### src/rtl/smb_byte_seq.sv
module smb_byte_seq #(
  parameter int TICK_CYCLES = 100,
  parameter int LIMIT_W     = 8
)(
  input  logic               clk,
  input  logic               rst_n,
  input  logic               req_valid,
  output logic               req_ready,
  input  logic [2:0]         req_op,
  input  logic [6:0]         req_addr,
  input  logic [7:0]         req_cmd,
  input  logic [7:0]         req_data,
  input  logic [LIMIT_W-1:0] wait_limit,
  output logic               done,
  output logic [1:0]         status,
  output logic [7:0]         rd_data,
  output logic               eng_go,
  output logic               eng_start,
  output logic [1:0]         eng_kind,
  output logic [7:0]         eng_byte,
  input  logic               eng_done,
  input  logic               eng_nack,
  input  logic               eng_arb,
  input  logic [7:0]         eng_rdata
);

  localparam int TW = (TICK_CYCLES > 1) ? $clog2(TICK_CYCLES) : 1;
  localparam logic [1:0] K_WR = 2'd0, K_RD = 2'd1, K_STOP = 2'd2;
  localparam logic [1:0] ST_OK = 2'd0, ST_NACK = 2'd1, ST_ARB = 2'd2, ST_FAIL = 2'd3;

  typedef enum logic [2:0] {S_IDLE, S_ISSUE, S_WAIT, S_STOP, S_SWAIT} st_t;

  st_t          st;
  logic [1:0]   op_q, step, pend;
  logic [6:0]   addr_q;
  logic [7:0]   cmd_q, data_q;
  logic [TW-1:0]      tick_cnt;
  logic [LIMIT_W-1:0] ticks;
  logic         d_start, d_last, waiting, expired;
  logic [1:0]   d_kind;
  logic [7:0]   d_byte;

  always_comb begin
    d_start = 1'b0;
    d_kind  = K_WR;
    d_byte  = 8'h00;
    d_last  = 1'b0;
    case (op_q)
      2'd0: if (step == 2'd0) begin d_start = 1'b1; d_byte = {addr_q, 1'b1}; end
            else begin d_kind = K_RD; d_last = 1'b1; end
      2'd1: case (step)
              2'd0:    begin d_start = 1'b1; d_byte = {addr_q, 1'b0}; end
              2'd1:    d_byte = cmd_q;
              2'd2:    begin d_start = 1'b1; d_byte = {addr_q, 1'b1}; end
              default: begin d_kind = K_RD; d_last = 1'b1; end
            endcase
      2'd2: if (step == 2'd0) begin d_start = 1'b1; d_byte = {addr_q, 1'b0}; end
            else begin d_byte = data_q; d_last = 1'b1; end
      default: case (step)
              2'd0:    begin d_start = 1'b1; d_byte = {addr_q, 1'b0}; end
              2'd1:    d_byte = cmd_q;
              default: begin d_byte = data_q; d_last = 1'b1; end
            endcase
    endcase
  end

  assign req_ready = (st == S_IDLE);
  assign eng_go    = (st == S_ISSUE) || (st == S_STOP);
  assign eng_start = (st == S_ISSUE) && d_start;
  assign eng_kind  = (st == S_STOP) ? K_STOP : d_kind;
  assign eng_byte  = (st == S_STOP) ? 8'h00 : d_byte;
  assign waiting   = (st == S_WAIT) || (st == S_SWAIT);
  assign expired   = waiting && (ticks == wait_limit);

  always_ff @(posedge clk or negedge rst_n) begin
    if (!rst_n) begin
      tick_cnt <= '0;
      ticks    <= '0;
    end else if (!waiting) begin
      tick_cnt <= '0;
      ticks    <= '0;
    end else if (tick_cnt == TW'(TICK_CYCLES - 1)) begin
      tick_cnt <= '0;
      ticks    <= ticks + 1'b1;
    end else begin
      tick_cnt <= tick_cnt + 1'b1;
    end
  end

  always_ff @(posedge clk or negedge rst_n) begin
    if (!rst_n) begin
      st      <= S_IDLE;
      op_q    <= 2'd0;
      step    <= 2'd0;
      pend    <= ST_OK;
      addr_q  <= '0;
      cmd_q   <= '0;
      data_q  <= '0;
      done    <= 1'b0;
      status  <= ST_OK;
      rd_data <= '0;
    end else begin
      done <= 1'b0;
      case (st)
        S_IDLE: if (req_valid) begin
          op_q    <= req_op[1:0];
          addr_q  <= req_addr;
          cmd_q   <= req_cmd;
          data_q  <= req_data;
          step    <= 2'd0;
          pend    <= ST_OK;
          rd_data <= '0;
          if (req_op[2]) begin
            done   <= 1'b1;
            status <= ST_FAIL;
          end else begin
            st <= S_ISSUE;
          end
        end
        S_ISSUE: st <= S_WAIT;
        S_WAIT: begin
          if (eng_done) begin
            if (eng_arb) begin
              st <= S_IDLE; done <= 1'b1; status <= ST_ARB;
            end else if (eng_nack) begin
              pend <= ST_NACK; st <= S_STOP;
            end else begin
              if (d_kind == K_RD) rd_data <= eng_rdata;
              if (d_last) st <= S_STOP;
              else begin step <= step + 2'd1; st <= S_ISSUE; end
            end
          end else if (expired) begin
            st <= S_IDLE; done <= 1'b1; status <= ST_FAIL;
          end
        end
        S_STOP: st <= S_SWAIT;
        S_SWAIT: begin
          if (eng_done) begin
            st <= S_IDLE; done <= 1'b1; status <= eng_arb ? ST_ARB : pend;
          end else if (expired) begin
            st <= S_IDLE; done <= 1'b1; status <= ST_FAIL;
          end
        end
        default: st <= S_IDLE;
      endcase
    end
  end

  p_go_pulse_r11: assert property (@(posedge clk) disable iff (!rst_n)
    eng_go |=> !eng_go);
  p_idle_quiet_r11: assert property (@(posedge clk) disable iff (!rst_n)
    req_ready |-> !eng_go);
  p_done_idle_r10: assert property (@(posedge clk) disable iff (!rst_n)
    done |-> req_ready);
  p_unsup_r6: assert property (@(posedge clk) disable iff (!rst_n)
    (req_valid && req_ready && req_op[2]) |=> (done && status == ST_FAIL && !eng_go));
  p_first_addr_r1: assert property (@(posedge clk) disable iff (!rst_n)
    (req_valid && req_ready && !req_op[2]) |=>
      (eng_go && eng_start && eng_kind == K_WR && eng_byte[7:1] == $past(req_addr)
       && eng_byte[0] == ($past(req_op) == 3'd0)));
  p_arb_r8: assert property (@(posedge clk) disable iff (!rst_n)
    (st == S_WAIT && eng_done && eng_arb) |=> (done && status == ST_ARB && !eng_go));
  p_nack_stop_r7: assert property (@(posedge clk) disable iff (!rst_n)
    (st == S_WAIT && eng_done && eng_nack && !eng_arb) |=> (eng_go && eng_kind == K_STOP));

endmodule

### config.mk
export PLATFORM = sky130hd
export DESIGN_NAME = smb_byte_seq
export DESIGN_NICKNAME = d
export VERILOG_FILES = /design/src/rtl/smb_byte_seq.sv
export SDC_FILE = /design/constraint.sdc
export NUM_CORES = 1
export LEC_CHECK = 0
export BUFFER_PORTS_ARGS = -buffer_cell sky130_fd_sc_hd__clkbuf_2
export CORE_MARGIN = 4
export CORE_UTILIZATION = 49
export CTS_CLUSTER_DIAMETER = 150
export DETAILED_ROUTE_END_ITERATION = 10
export PLACE_DENSITY = 0.76
export SYNTH_ARGS = -nofsm -noshare
export SYNTH_HDL_FRONTEND = slang
export SYNTH_SLANG_ARGS = --single-unit
### constraint.sdc
create_clock -name clk -period 1.7 [get_ports clk]
set_input_delay 0.17 -clock clk [delete_from_list [all_inputs] [get_ports clk]]
set_output_delay 0.17 -clock clk [all_outputs]
set_load 0.02 [all_outputs]
==> results of run 1 <==
## state kept, by name, summed over array words and instances, names as in the netlist
name,cells
data_q,8
tick_cnt,7
addr_q,7
op_q,2
rd_data,8
ticks,8
st,3
status,2
pend,1
step,2
cmd_q,8
done,1
## layer usage
metal	GRT usage, %	share of wire [%]	vias to the layer above
met2	38.54	50	117
met3	3.833	5.1	21
met5	0	0	-
li1	-	-	1530
met1	28.72	42	1526
met4	10.71	2.8	0
## Yosys cell counts (3+ instances only)
library cell	number	area share, %
sky130_fd_sc_hd__or3_1	3	0.56
sky130_fd_sc_hd__inv_1	14	1.6
sky130_fd_sc_hd__nor2_1	26	2.9
sky130_fd_sc_hd__mux2i_1	9	2.7
sky130_fd_sc_hd__or2_2	3	0.56
sky130_fd_sc_hd__nand3_1	6	0.90
sky130_fd_sc_hd__a22o_1	7	1.8
sky130_fd_sc_hd__a222oi_1	6	1.8
sky130_fd_sc_hd__o21ai_0	6	0.90
sky130_fd_sc_hd__nand2b_1	4	0.75
sky130_fd_sc_hd__o21ai_1	3	0.45
sky130_fd_sc_hd__a221oi_1	5	1.3
sky130_fd_sc_hd__o211ai_1	6	1.3
sky130_fd_sc_hd__clkbuf_1	8	0.90
sky130_fd_sc_hd__buf_2	7	1.0
sky130_fd_sc_hd__nand2_1	91	10
sky130_fd_sc_hd__nor3_1	10	1.5
sky130_fd_sc_hd__dfrtp_1	57	43
sky130_fd_sc_hd__xor2_1	11	2.9
sky130_fd_sc_hd__nor2b_1	5	0.94
sky130_fd_sc_hd__a221o_1	7	2.1
sky130_fd_sc_hd__a21o_1	7	1.6
sky130_fd_sc_hd__a21oi_1	11	1.6
sky130_fd_sc_hd__ha_1	8	3.0
sky130_fd_sc_hd__xnor2_1	8	2.1
sky130_fd_sc_hd__nor4_1	3	0.56
## cell type report
cell class / count / area, um2
inverter: 16 / 60.06
multi-input combinational: 279 / 1998
sequential: 57 / 1429
clock inverter: 4 / 51.30
fill: 501 / 1877
clock buffer: 12 / 155.1
timing repair buffer: 121 / 828.3
tap: 77 / 96.34
## timing repair
action	in CTS	in global routing
pin swaps	14	14
setup buffers	6	11
gates resized for setup	31	22
endpoints found under the setup margin	22	33
hold buffers	1	0
endpoints found under the hold margin	57	0
## worst paths after layout
path,start,endpoint,slack [ps],cells past startpoint
max in group asynchronous,rst_n,st[1],1050,3
min,req_addr[0],addr_q[0],20,3
min in group asynchronous,rst_n,cmd_q[4],370,3
max reg2reg,step[0],step[1],-60,7
min reg2reg,tick_cnt[0],tick_cnt[0],460,1
max,step[0],eng_byte[1],-590,7
## logic make-up (layout without fill, tap and decap cells)
group / Yosys count / count (layout) / synth area share (%)
flops: 57 / 57 / 42.71
mux: 10 / 10 / 3.035
simple gates: 170 / 170 / 24.65
fa+ha+maj: 8 / 8 / 2.997
compound gates: 72 / 72 / 17.09
buf+inv: 35 / 153 / 4.534
xor+xnor: 19 / 19 / 4.983
## where the power goes
part           internal, mW  switching (mW)
Combinational          2.06            2.46
Sequential             1.80           0.433
Clock                 0.757           0.562
Total                  4.62            3.45
## worst max-delay path: stages (launching register included)
cell                       delay (ps)
sky130_fd_sc_hd__dfrtp_1          410
sky130_fd_sc_hd__inv_2            100
sky130_fd_sc_hd__ha_4             190
sky130_fd_sc_hd__nor2b_4          120
sky130_fd_sc_hd__mux2_4           300
sky130_fd_sc_hd__a222oi_1         430
sky130_fd_sc_hd__nor3_2            70
sky130_fd_sc_hd__buf_4            170
==> summary.md, run 1 <==
| Metric | Value |
|---|---|
| Outcome | complete, but fails checks |
| Violations in the final reports | setup timing |
| Number of register bits inferred by synthesis | 57 |
| Largest buffer count on any clock path | 2 |
| Highest clock rate | 435.9 MHz |
| Wire length of the first global-routing pass | 15430 um |
| Number of standard cells in the final layout excluding fillers | 566 |
| Static leakage | around 2.3 nW |
| Power after layout | ~8.1 mW |
| Time the worst path needs with I/O delays and setup | ~2300 ps |
| Final net count | 540 |
| Portion of the post-synthesis area used by sequential elements | 42.71% |
| Number of design-rule violations left by the first detailed-router iteration | 135 |
| Cell variety after synth | 58 |
| CTS H-Tree Depth | 3 |
| Setup repair after global routing missed its margin | yes |
| Pin count of the biggest net entering global routing | 58 |
| Post-detail-place hpwl | around 6400 um |
| Fraction of final layout cells sized beyond drive strength 1 | 38.45% |
| Height of the die | 90.56 um |
| Classification of the worst setup path | reg2out |
| Hold Slack | approximately 20 ps |
| Core outline area | 6495 um2 |
| Final count of negative-setup-slack endpoints | 23 |
| 1st-pass router iterations | 5 |
| Antenna violations before repair | 0 |
| Clock tree root buffer cell | sky130_fd_sc_hd__clkbuf_8 |
| Least setup slack across all paths after layout | -594.1 ps |
| Area overhead of the layout relative to synthesis | 38.29% |
| Starting density of the core | 51.42% |
| Congestion Overflow GR | 0 |
| Placed cell area | roughly 4100 um2 |
| Commonest cells after routing, fill and taps aside | sky130_fd_sc_hd__nand2_1 (91), sky130_fd_sc_hd__clkbuf_2 (61), sky130_fd_sc_hd__dfrtp_1 (55), sky130_fd_sc_hd__buf_4 (47), sky130_fd_sc_hd__nor2_1 (24) |
| Via count of the first global-routing pass | 3260 |
| Total DRC errors in the routed layout | 0 |
| Category of the worst setup path capture point | primary output |
| Die width | 90.56 um |
| Arrival time of data at the critical path endpoint | roughly 2100 ps |
| Max-slew headroom at the worst pin | 69.28% |
| Maxcap violations | 0 |
| Overall global routing resource usage | ~23% |
| Clock slew at reported path FFs | 70 ps |
| Worst hold path class | in2reg |
| Count of placed standard cells including taps | 534 |
| Critical path startpoint category | register |
| Post-route standard cell area excluding fillers | 4618 um2 |
| Post-route fraction of the period consumed by the critical path | 134.9% |
| Number of pins exceeding their max-slew limit in the final report | 0 |
| Total via count after detailed routing | 3194 |
| Flip-flop cell with the highest count after synthesis | sky130_fd_sc_hd__dfrtp_1 |
| Warnings from Yosys | 0 |
| Number of buffers inserted by port buffering | 71 |
| Peak fanout along the critical path | 6 |
| Worst Max-Slew Pin Slew | approximately 460 ps |
| Die Outline Area | 8200 um2 |
| Post-Syn Instances | 371 |
| Syn_area_per_cell | 9.001 um2 |
| Synth async-reset ratio | 100.0% |
| Fin Setup TNS | -5182 ps |
| Antenna-violating nets left | 0 |
| TritonCTS clock tree | built |
| Most frequent standard cell in the layout excluding fill and tap cells | sky130_fd_sc_hd__nand2_1 |
| Number of buffers added by the clock tree synthesis step | 9 |
| Worst-case setup slack after placement | -256.4 ps |
| Count of pins on the block boundary | 72 |
| WL per Instance | 16.65 um |
| Number of sinks handled by clock tree synthesis | 57 |
| Number of failing hold endpoints at the final stage | 0 |
| Post-route core utilization | 71.10% |
| Total wire length after detailed routing | 9425 um |
| DR vias/cell | 5.643 |
| Clock insertion delay at the later pin of the skew report | 340 ps |
| Worst supply voltage drop on vdd | 789.3 uV |
| Number of standard-cell rows in the floorplan | 29 |
| Power density normalized to cell area | 1749 nW/um2 |
| Ant. Diodes | 0 |
| Critical path data required time | 1530 ps |
| Synth Net Count | approximately 430 |
| Mapped Area | between 3000 and 4000 um2 |
| Post-synth EDFFs | 0 |
| Worst clock skew | 5.955 ps |
| Final estimated routing congestion in global placement | 0.8815 |
(Power assumes the default switching activity.)
==> run 2, diff against run 1 <==
--- a/config.mk
+++ b/config.mk
@@ -8,6 +8,7 @@
 export BUFFER_PORTS_ARGS = -buffer_cell sky130_fd_sc_hd__clkbuf_2
 export CORE_MARGIN = 4
 export CORE_UTILIZATION = 49
+export CTS_BUF_LIST = sky130_fd_sc_hd__clkbuf_8 sky130_fd_sc_hd__clkbuf_16
 export CTS_CLUSTER_DIAMETER = 150
 export DETAILED_ROUTE_END_ITERATION = 10
 export PLACE_DENSITY = 0.76
==> summary.md, run 2 (synthesis results as in run 1) <==
| Metric | Value |
|---|---|
| Count of pins on the block boundary | 72 (unchanged) |
| Number of sinks handled by clock tree synthesis | 57 (unchanged) |
| Violations in the final reports | setup timing |
| Final estimated routing congestion in global placement | 0.8815 (unchanged) |
| Cell family with the largest share of critical-path delay | compound AO/OA/AOI/OAI gates |
| Clock insertion delay at the later pin of the skew report | 340 ps (about the same) |
| Clock power frac | 16.3% (about the same) |
| Area overhead of the layout relative to synthesis | 38.29% (unchanged) |
| Total via count after detailed routing | 3198 (+0.13%) |
| Category of the worst setup path capture point | primary output |
| DR vias/cell | 5.650 (+0.13%) |
| Commonest cells after routing, fill and taps aside | sky130_fd_sc_hd__nand2_1 (91), sky130_fd_sc_hd__clkbuf_2 (61), sky130_fd_sc_hd__dfrtp_1 (55), sky130_fd_sc_hd__buf_4 (47), sky130_fd_sc_hd__nor2_1 (24) |
| Die width | 90.56 um (unchanged) |
| Setup repair after global routing missed its margin | yes |
| Number of standard-cell rows in the floorplan | 29 (unchanged) |
| Peak fanout along the critical path | 6 (unchanged) |
| Max-slew headroom at the worst pin | 69.03% (-0.26 points) |
| Power after layout | 8.073 mW (about the same) |
| Worst stage delay on the critical path | 430 ps (about the same) |
| Cell count along the critical path | 7 (unchanged) |
| Wire length of the first global-routing pass | 15430 um (unchanged) |
| Congestion Overflow GR | 0 (unchanged) |
| Power density normalized to cell area | 1748 nW/um2 (about the same) |
| Highest clock rate | 435.2 MHz (-0.15%) |
| Critical path's slowest cell | sky130_fd_sc_hd__a222oi_1 |
| Cell Int Power | 4.617 mW (-0.13%) |
| Fraction of final layout cells sized beyond drive strength 1 | 38.45% (unchanged) |
| Final count of negative-setup-slack endpoints | 23 (unchanged) |
| Flop pwr share | 27.7% (about the same) |
| WL per Instance | 16.66 um (about the same) |
| Number of pins exceeding their max-slew limit in the final report | 0 (unchanged) |
| Total wire length after detailed routing | 9427 um (about the same) |
| Gate power share | 56.0% (about the same) |
| Arrival time of data at the critical path endpoint | 2130 ps (about the same) |
| Static leakage | 2.316 nW (+0.18%) |
| 1st-pass router iterations | 4 (-1) |
| Worst hold path class | in2reg |
| Critical path startpoint category | register |
| Total buffers and inverters traversed by the critical path | 2 (unchanged) |
| Depth of the worst hold-timing path | 3 (unchanged) |
| Net Sw Frac | 42.81% (+0.043 points) |
| Number of buffers inserted by port buffering | 71 (unchanged) |
| Via count of the first global-routing pass | 3260 (unchanged) |
| Power dissipated by switching net loads | 3.456 mW (about the same) |
| Number of standard cells in the final layout excluding fillers | 566 (unchanged) |
| Critical path data required time | 1530 ps (about the same) |
| Cell count of the worst reg-to-reg path | 7 (unchanged) |
| CTS H-Tree Depth | 3 (unchanged) |
| Antenna violations before repair | 0 (unchanged) |
| Number of buffers added by the clock tree synthesis step | 9 (unchanged) |
| Outcome | complete, but fails checks |
| Least setup slack across all paths after layout | -597.5 ps (-3.391 ps) |
| Height of the die | 90.56 um (unchanged) |
| Post-route core utilization | 71.10% (unchanged) |
| Worst supply voltage drop on vdd | 789.0 uV (about the same) |
| Time the worst path needs with I/O delays and setup | 2298 ps (+3.391 ps) |
| Post-route standard cell area excluding fillers | 4618 um2 (unchanged) |
| Core outline area | 6495 um2 (unchanged) |
| Count of placed standard cells including taps | 534 (unchanged) |
| Number of design-rule violations left by the first detailed-router iteration | 135 (unchanged) |
| Ant. Diodes | 0 (unchanged) |
| Maxcap violations | 0 (unchanged) |
| Post-detail-place hpwl | 6385 um (unchanged) |
| Placed cell area | 4073 um2 (unchanged) |
| Worst-case setup slack after placement | -256.4 ps (unchanged) |
| Die Outline Area | 8200 um2 (unchanged) |
| Worst-path cell chain | inv_2 -> ha_4 -> nor2b_4 -> mux2_4 -> a222oi_1 -> nor3_2 -> buf_4 |
| Number of failing hold endpoints at the final stage | 0 (unchanged) |
| Fin Setup TNS | -5197 ps (-14.10 ps) |
| Worst Max-Slew Pin Slew | 461.5 ps (+3.812 ps) |
| Clock slew at reported path FFs | 70 ps (about the same) |
| Classification of the worst setup path | reg2out |
| Worst clock skew | 7.906 ps (+1.952 ps) |
| Starting density of the core | 51.42% (unchanged) |
| Pin count of the biggest net entering global routing | 58 (unchanged) |
| Largest buffer count on any clock path | 2 (unchanged) |
| Post-route fraction of the period consumed by the critical path | 135.1% (+0.20 points) |
| Final net count | 540 (unchanged) |
| Clock tree root buffer cell | sky130_fd_sc_hd__clkbuf_8 |
| Most frequent standard cell in the layout excluding fill and tap cells | sky130_fd_sc_hd__nand2_1 |
| TritonCTS clock tree | built |
| Antenna-violating nets left | 0 (unchanged) |
| Overall global routing resource usage | 22.95% (unchanged) |
| Total DRC errors in the routed layout | 0 (unchanged) |
| Hold Slack | 18.86 ps (-0.6496 ps) |
==> run 2: cell count changes in the layout (fill, tap and decap cells not counted) <==
cell | before | now
sky130_fd_sc_hd__inv_1 | 12 | 13
sky130_fd_sc_hd__clkbuf_1 | 1 | 0
==> run 2: final cells by class <==
class                      instances  area (um2)
fill                             501        1877
clock inverter                     5       55.05
clock buffer                      11       151.4
timing repair buffer             121       828.3
multi-input combinational        279        1998
inverter                          16       60.06
sequential                        57        1429
tap                               77       96.34
==> run 2: repair_timing <==
item	4_1_cts	5_1_grt
hold buffers	1	0
pin swaps	14	14
buffers inserted	6	11
resized for setup	31	22
endpoints found under the setup margin	22	33
hold endpoints to repair	57	0
==> run 2: worst paths after layout <==
| path | startpoint | to | slack (ps) |
|---|---|---|---|
| min reg2reg | tick_cnt[0] | tick_cnt[0] | 460 |
| max reg2reg | step[0] | step[1] | -60 |
| max | step[0] | eng_byte[1] | -600 |
| min | req_addr[0] | addr_q[0] | 20 |
| min in group asynchronous | rst_n | cmd_q[4] | 370 |
| max in group asynchronous | rst_n | st[1] | 1050 |
==> run 2: tightest hold or removal path, stage by stage <==
cell and delay [ps]:
sky130_fd_sc_hd__clkbuf_2 70, sky130_fd_sc_hd__nand2_1 40, sky130_fd_sc_hd__nand2_1 50
==> run 2: routing by layer <==
layer,GRT usage (%),vias to the layer above,wire (um)
met5,0,-,0
met4,10.71,0,287
li1,-,1527,-
met1,28.72,1530,3950
met3,3.833,25,489
met2,38.54,116,4700
==> run 2: power by group through the flow <==
stage | sequential, mW | clock (mW) | combinational [mW]
finish | 2.24 | 1.32 | 4.52
floorplan | 2.20 | 0 | 2.58
detailed placement | 2.26 | 0 | 3.88
CTS | 2.22 | 1.33 | 4.28
global placement | 2.24 | 0 | 3.79
global route | 2.29 | 1.39 | 4.89
